--- config.mk ---
export PLATFORM = sky130hd
export DESIGN_NAME = nv_seq_ctrl
export DESIGN_NICKNAME = d
export VERILOG_FILES = /design/src/rtl/nvs_pkg.sv /design/src/rtl/nvs_trig_arb.sv /design/src/rtl/nvs_phase_timer.sv /design/src/rtl/nv_seq_ctrl.sv
export SDC_FILE = /design/constraint.sdc
export NUM_CORES = 1
export LEC_CHECK = 0
export BUFFER_PORTS_ARGS = -buffer_cell sky130_fd_sc_hd__buf_2
export CORE_UTILIZATION = 45
export CTS_CLUSTER_SIZE = 30
export DETAILED_ROUTE_END_ITERATION = 10
export PLACE_DENSITY_LB_ADDON = 0.15
export SLEW_MARGIN = 20
export SYNTH_ARGS = -nofsm -noshare
export SYNTH_HDL_FRONTEND = slang
export SYNTH_SLANG_ARGS = --single-unit
export TNS_END_PERCENT = 1
--- constraint.sdc ---
create_clock -name clk -period 3.1 [get_ports clk]
set_input_delay 0.465 -clock clk [delete_from_list [all_inputs] [get_ports clk]]
set_output_delay 0.465 -clock clk [all_outputs]
set_load 0.1 [all_outputs]
--- src/rtl/nvs_pkg.sv ---
package nvs_pkg;
  typedef enum logic [1:0] {
    PH_IDLE   = 2'd0,
    PH_ERASE  = 2'd1,
    PH_PROG   = 2'd2,
    PH_RECALL = 2'd3
  } nvs_phase_e;
endpackage

--- src/rtl/nvs_trig_arb.sv ---
module nvs_trig_arb (
  input  logic clk,
  input  logic rst_n,
  input  logic pwr_low,
  input  logic sw_store,
  input  logic hw_store_req,
  input  logic sw_recall,
  input  logic wr_req,
  input  logic inhibit,
  input  logic idle,
  input  logic op_done,
  output logic start_store,
  output logic start_recall
);
  logic pf_q;
  logic pf_pend;
  logic dirty;
  logic pf_rise;
  logic store_req;

  assign pf_rise      = pwr_low & ~pf_q;
  assign store_req    = pf_rise | pf_pend | sw_store | (hw_store_req & dirty);
  assign start_store  = idle & store_req;
  assign start_recall = idle & sw_recall & ~store_req;

  always_ff @(posedge clk or negedge rst_n) begin
    if (!rst_n) begin
      pf_q    <= 1'b0;
      pf_pend <= 1'b0;
      dirty   <= 1'b0;
    end else begin
      pf_q <= pwr_low;
      if (idle)         pf_pend <= 1'b0;
      else if (pf_rise) pf_pend <= 1'b1;
      if (op_done)                dirty <= 1'b0;
      else if (wr_req & ~inhibit) dirty <= 1'b1;
    end
  end
endmodule

--- src/rtl/nvs_phase_timer.sv ---
module nvs_phase_timer
  import nvs_pkg::*;
#(
  parameter int ERASE_CYC  = 64,
  parameter int PROG_CYC   = 128,
  parameter int RECALL_CYC = 96
) (
  input  logic clk,
  input  logic rst_n,
  input  logic start_store,
  input  logic start_recall,
  output logic idle,
  output logic busy,
  output logic erase_on,
  output logic prog_on,
  output logic restore_stb,
  output logic op_done
);
  localparam int MAX_EP = (ERASE_CYC > PROG_CYC) ? ERASE_CYC : PROG_CYC;
  localparam int MAX_C  = (MAX_EP > RECALL_CYC) ? MAX_EP : RECALL_CYC;
  localparam int CW     = $clog2(MAX_C + 1);

  nvs_phase_e   phase;
  logic [CW-1:0] cnt;
  logic          last;

  assign last        = (cnt == '0);
  assign idle        = (phase == PH_IDLE);
  assign busy        = ~idle;
  assign erase_on    = (phase == PH_ERASE);
  assign prog_on     = (phase == PH_PROG);
  assign restore_stb = (phase == PH_RECALL) & last;
  assign op_done     = ((phase == PH_PROG) | (phase == PH_RECALL)) & last;

  always_ff @(posedge clk or negedge rst_n) begin
    if (!rst_n) begin
      phase <= PH_IDLE;
      cnt   <= '0;
    end else begin
      case (phase)
        PH_IDLE: begin
          if (start_store) begin
            phase <= PH_ERASE;
            cnt   <= CW'(ERASE_CYC - 1);
          end else if (start_recall) begin
            phase <= PH_RECALL;
            cnt   <= CW'(RECALL_CYC - 1);
          end
        end
        PH_ERASE: begin
          if (last) begin
            phase <= PH_PROG;
            cnt   <= CW'(PROG_CYC - 1);
          end else begin
            cnt <= cnt - 1'b1;
          end
        end
        default: begin
          if (last) phase <= PH_IDLE;
          else      cnt   <= cnt - 1'b1;
        end
      endcase
    end
  end
endmodule

--- src/rtl/nv_seq_ctrl.sv ---
module nv_seq_ctrl #(
  parameter int ERASE_CYC  = 64,
  parameter int PROG_CYC   = 128,
  parameter int RECALL_CYC = 96
) (
  input  logic clk,
  input  logic rst_n,
  input  logic pwr_low,
  input  logic sw_store,
  input  logic hw_store_req,
  input  logic sw_recall,
  input  logic wr_req,
  output logic busy_n,
  output logic stat_rdy,
  output logic mem_inhibit,
  output logic erase_on,
  output logic prog_on,
  output logic restore_stb
);
  logic idle;
  logic busy;
  logic op_done;
  logic start_store;
  logic start_recall;

  assign mem_inhibit = busy | pwr_low;
  assign busy_n      = ~busy;
  assign stat_rdy    = busy;

  nvs_trig_arb u_arb (
    .clk          (clk),
    .rst_n        (rst_n),
    .pwr_low      (pwr_low),
    .sw_store     (sw_store),
    .hw_store_req (hw_store_req),
    .sw_recall    (sw_recall),
    .wr_req       (wr_req),
    .inhibit      (mem_inhibit),
    .idle         (idle),
    .op_done      (op_done),
    .start_store  (start_store),
    .start_recall (start_recall)
  );

  nvs_phase_timer #(
    .ERASE_CYC  (ERASE_CYC),
    .PROG_CYC   (PROG_CYC),
    .RECALL_CYC (RECALL_CYC)
  ) u_timer (
    .clk          (clk),
    .rst_n        (rst_n),
    .start_store  (start_store),
    .start_recall (start_recall),
    .idle         (idle),
    .busy         (busy),
    .erase_on     (erase_on),
    .prog_on      (prog_on),
    .restore_stb  (restore_stb),
    .op_done      (op_done)
  );
endmodule

# Yosys cells after proc, flatten, opt, wreduce, memory -nomap -nowiden
# Cells that the tools add are included.
[word_totals]
regBits = 13
latch_bits = 0
ramBits = 0
mem_bits_ro = 0
inputBits = 7
memories = 0
[classes]
add_sub_neg = 1
n_mul = 0
div_mod_pow = 0
n_lt_le_gt_ge = 0
n_eq_ne = 6
shift = 0
muxes = 14
bitwise_logic = 17
reduce_logical = 7
[op_table]
columns = ["cell", "count"]
rows = [
  ["2-to-1 mux 8 bit", 4],
  ["one-hot mux 8 bit (2 select lines)", 1],
  ["AND 1 bit", 8],
  ["zero test 8 bit", 1],
  ["2-to-1 mux 2 bit", 4],
  ["subtractor 8 x 1 -> 8 bit, second input constant", 1],
  ["inequality test 3 bit, second input constant", 2],
  ["nonzero test 2 bit", 3],
  ["OR 1 bit", 5],
  ["equality test 2 bit, second input constant", 2],
  ["2-to-1 mux 1 bit", 4],
  ["inverter 1 bit", 4],
  ["one-hot mux 2 bit (2 select lines)", 1],
  ["AND reduction 3 bit", 1],
  ["equality test 2 x 1 -> 1 bit, second input constant", 1],
  ["zero test 2 bit", 1],
  ["inequality test 2 x 1 -> 1 bit, second input constant", 1],
  ["AND reduction 2 bit", 1],
]

# Depth between registers and ports, before layout
[depth]
ltp_word = 10
mapped_depth = 7
depth_no_buf = 6

# By module
# A second synthesis with hierarchy kept.
[hier_totals]
cells_unflattened = 88
area_unflattened_um2 = 793.3
[by_module_without_submodules]
columns = ["module", "n_inst", "cells_per_inst", "area_per_inst_um2", "seq_area_each_um2"]
rows = [
  ["nvs_phase_timer", 1, 72, 638.1, 250.2],
  ["nvs_trig_arb", 1, 14, 145.1, 75.1],
  ["nv_seq_ctrl", 1, 2, 10.0, 0.0],
]

# Least setup slack after synthesis
# No wires, ideal clock.
[synth_timing]
kind = "register to register"
start = "register u_timer.phase[1]"
end = "register u_timer.cnt[6]"
setup_ns = 0.125
arrival_ns = 2.565
required_ns = 2.975
setup_slack_ns = 0.410
path_stages_with_launch = 7
path_cell_list = "dfrtp_1 inv_1 nand2_1 inv_1 nor2_2 a21oi_1 o221a_1"
[synth_via]
elab_chain_len = 5
word_cells_on_any_way = 10
cone_classes = "eq/ne: 3; mux: 2; bitwise: 3; reduce/logical: 2"
[synth_rtl]
columns = ["element", "line", "source"]
rows = [
  ["start, declared", "nvs_phase_timer.sv:23", "nvs_phase_e phase;"],
  ["start signal, assigned", "nvs_phase_timer.sv:37", "phase <= PH_IDLE;"],
  ["start signal, assigned", "nvs_phase_timer.sv:43", "phase <= PH_ERASE;"],
  ["start signal, assigned", "nvs_phase_timer.sv:46", "phase <= PH_RECALL;"],
  ["zero test 2 bit *", "nvs_phase_timer.sv:28", "assign idle = (phase == PH_IDLE);"],
  ["named net busy_n", "nv_seq_ctrl.sv:13", "output logic busy_n,"],
  ["AND 1 bit (2 in a row)", "nvs_trig_arb.sv:24", "assign start_recall = idle & sw_recall & ~store_req;"],
  ["inequality test 3 bit (no line)", "-", ""],
  ["AND reduction 2 bit (no line)", "-", ""],
  ["end signal, assigned", "nvs_phase_timer.sv:44", "cnt <= CW'(ERASE_CYC - 1);"],
  ["end signal, assigned", "nvs_phase_timer.sv:47", "cnt <= CW'(RECALL_CYC - 1);"],
  ["end signal, assigned", "nvs_phase_timer.sv:53", "cnt <= CW'(PROG_CYC - 1);"],
  ["end, declared", "nvs_phase_timer.sv:24", "logic [CW-1:0] cnt;"],
]
# Mark *: on every way through the listed nets, which the timed path passes. The rest lies on a longest branch.
# A chain may end at the register's enable or synchronous reset.

# Worst setup path in the final report
[layout_timing]
start = "register u_timer.cnt[2]"
end = "output port restore_stb"
[layout_via]
elab_chain_len = 2
[layout_rtl]
columns = ["element", "line", "source"]
rows = [
  ["zero test 8 bit", "nvs_phase_timer.sv:27", "assign last = (cnt == '0);"],
  ["AND 1 bit", "nvs_phase_timer.sv:32", "assign restore_stb = (phase == PH_RECALL) & last;"],
  ["end, declared", "nv_seq_ctrl.sv:18", "output logic restore_stb"],
]
# No other way between the ends.

==> out/metrics.csv <==
stage;metric;value;unit
sta;pin slew with the least headroom to its limit;0.538;ns
placement;PortBufs;12;
setup_path;R2R depth;5;
clocking;post-cts sizing count;0;
setup_path;FF-to-FF Start;u_arb.dirty;
sta;Fin Hold WS;0.0552;ns
setup_path;Slowest-stage cell, CP;nor4_2;
die;I/O pin cnt;13;
die;# rows;14;
power;leakage;0.406;nW
sta;Setup Skew;0.00612;ns
clocking;clk buf depth;2;
yosys;post-synthesis register bit count;13;
clocking;H-tree depth;1;
route;wire per inst;13.3;microns
power;Comb power frac;3.9;%
global_routing;initial antenna violation count;0;
clocking;CTS sink count;13;
die;core box area;1520;sq um
clocking;Reg clk slew, reported paths;0.09;ns
yosys;Area contributors post-synth;dfrtp_1, inv_1, nor2_1;
setup_path;crit-path most repeated cell;and3_1;
clocking;CTS buffer count;3;
yosys;Cell Area, Synth;741;sq um
yosys;Post-synth EDFFs;0;
placement;placed cell area;810;sq um
route;Detailed Route WL;1480;microns
die;Die Ht;42.6;microns
final_layout;share of layout cells above drive strength 1;20.8;%
die;Die ar.;1810;sq um
power;total power;0.000289;W
global_routing;grt ovf;0;
final_layout;filler cell count;152;
route;1st-pass router iterations;4;
yosys;Distinct cells, synth;31;
final_layout;Diodes inserted;0;
route;Initial DRC Count;9;
power;Internal;0.000225;W
setup_path;reg-to-reg endpoint;u_timer.cnt[6];
power;peak supply drop;0.207;mV
job;Max-Cap Viols;0;
setup_path;CP max FO;6;
power;clock network power share;36.8;%
sta;RSZ-0062 raised after global routing;false;
yosys;async set-reset flop share out of synthesis;100;%
route;DR vias;622;
sta;slew margin rel.;64.0;%
global_routing;first-pass GRT wire length;2530;microns
worst_hold_path;worst min path class;in2async;
final_layout;FF/Latch Area;325;sq um
die;initial core utilization;48.6;%
placement;routability cong.;0.752;
yosys;sequential share of the synthesized area;43.9;%
yosys;top-count cell post-synth;dfrtp_1;
power;NetSw;0.0000644;W
power;pwr/cell area;346;nW/um^2
setup_path;critical path type;reg2out;
yosys;Synth Flop Type;dfrtp_1;
sta;endpoints failing setup;0;
clocking;postcts setup bufs;0;
global_routing;vias in the first global route;561;
yosys;post-synth top area cell;dfrtp_1;
run_status;outcome;complete, no violations;
yosys;most frequent cells after synthesis;dfrtp_1, inv_1, nor2_1;
sta;fmax;384;MHz
sta;TNS Setup;0;ns
final_layout;Final Cell Area;836;sq um
sta;period utilization;84.0;%
route;Via density;5.55;
sta;final hold vios;0;
clocking;root buffer cell;clkbuf_4;
clocking;CTS Hold Bufs;0;
yosys;syn_area_per_cell;9.14;sq um
route;DRC Markers;0;
final_layout;Layout area overhead;12.8;%
setup_path;R2R Setup Slk;1.12;ns
global_routing;largest net degree at the start of global routing;14;
yosys;gate count of the mapped netlist;81;
final_layout;area of the multi-input gates;374;sq um
setup_path;critical path's largest stage delay;0.51;ns
route;Antenna Nets Post-Route;0;
setup_path;CP endpoint kind;primary output;
setup_path;startpoint types;flip-flop;
die;chip width;42.6;microns
clocking;clock tree from TritonCTS;done;
sta;final max-slew violation count;0;
clocking;clk_lat worst skew;0.27;ns
yosys;yosys warns;0;
placement;DPL Wire Length;1130;microns
final_layout;utilization after layout;54.8;%
sta;min cycle time layout;2.60;ns
yosys;area share of the largest cell type after synthesis;43.9;%
setup_path;critical path data required time;2.63;ns
yosys;syn nets;90;
global_routing;All-Layer GR Usage;18.9;%
setup_path;Worst Path Arrival;2.14;ns
final_layout;final net count;106;
power;Switching Share;22.3;%
setup_path;worst-path cell chain;nor4_2, and3_1, and3_1, buf_2;
power;part of the power in registers;59.3;%
[state kept, by name (all words and copies together) (netlist names)]
register / flops
u_arb.dirty: 1
u_arb.pf_q: 1
u_timer.phase: 2
u_arb.pf_pend: 1
u_timer.cnt: 8
[area by class of cell]
class	count	area share, %
flip-flops and latches	13	38.9
well taps	16	2.40
repair buffers	12	7.19
inverters	8	3.59
clock buffers	4	3.14
multi-input cells	59	44.8
[worst max-delay path by stage]
stage / startpoint / endpoint / cells after the start
after global routing: u_timer.cnt[2] / restore_stb / 4
after global placement: u_timer.cnt[2] / restore_stb / 4
after detailed placement: u_timer.cnt[2] / restore_stb / 4
after CTS: u_timer.cnt[2] / restore_stb / 4
final: u_timer.cnt[2] / restore_stb / 4
after floorplan: u_timer.phase[1] / u_timer.cnt[6] / 6
[power groups by stage]
stage / logic, W / clock network [W] / registers (W)
CTS: 0.0000118 / 0.000112 / 0.000172
detailed placement: 0.0000117 / 0 / 0.000175
global placement: 0.0000114 / 0 / 0.000175
floorplan: 0.00000313 / 0 / 0.000175
finish: 0.0000114 / 0.000106 / 0.000172
global route: 0.0000130 / 0.000117 / 0.000172
[cells by family after synthesis]
group           Yosys count  synth area share, %
flops                    13                 43.9
simple gates             37                 27.7
compound gates           18                 17.1
buf+inv                   9                 5.57
xor+xnor                  2                 2.37
fa+ha+maj                 2                 3.38
[worst max-delay path: cells and delay by family (launching register included)]
family        cells  cell delay, ns
simple gates      3            1.02
flops             1            0.43
buf+inv           1            0.42
[cells in the final DEF, fill, tap and decap left out, types with 3 or more instances in the layout]
cell | netlist | final
clkbuf_4 | 0 | 3
dfrtp_1 | 13 | 13
buf_2 | 0 | 12
nand2_1 | 6 | 6
nand4_1 | 4 | 4
nor3_1 | 4 | 4
a21oi_1 | 5 | 5
and3_1 | 3 | 3
inv_1 | 8 | 8
o211ai_1 | 3 | 3
nor2_1 | 8 | 8
[through the flow]
step / cells / setup WS, ns
final: 112 / 0.497
after global routing: 112 / 0.366
after CTS: 112 / 0.502
after detailed placement: 108 / 0.820
after global placement: 108 / 0.833
after floorplan: 81 / 0.410
[layer usage]
layer,global-route usage (%),routed length (microns)
met4,10.0,10
met3,3.45,37
met2,26.8,645
met1,27.2,791
met5,0,0
Note: power is estimated with default switching activity, not from simulation.
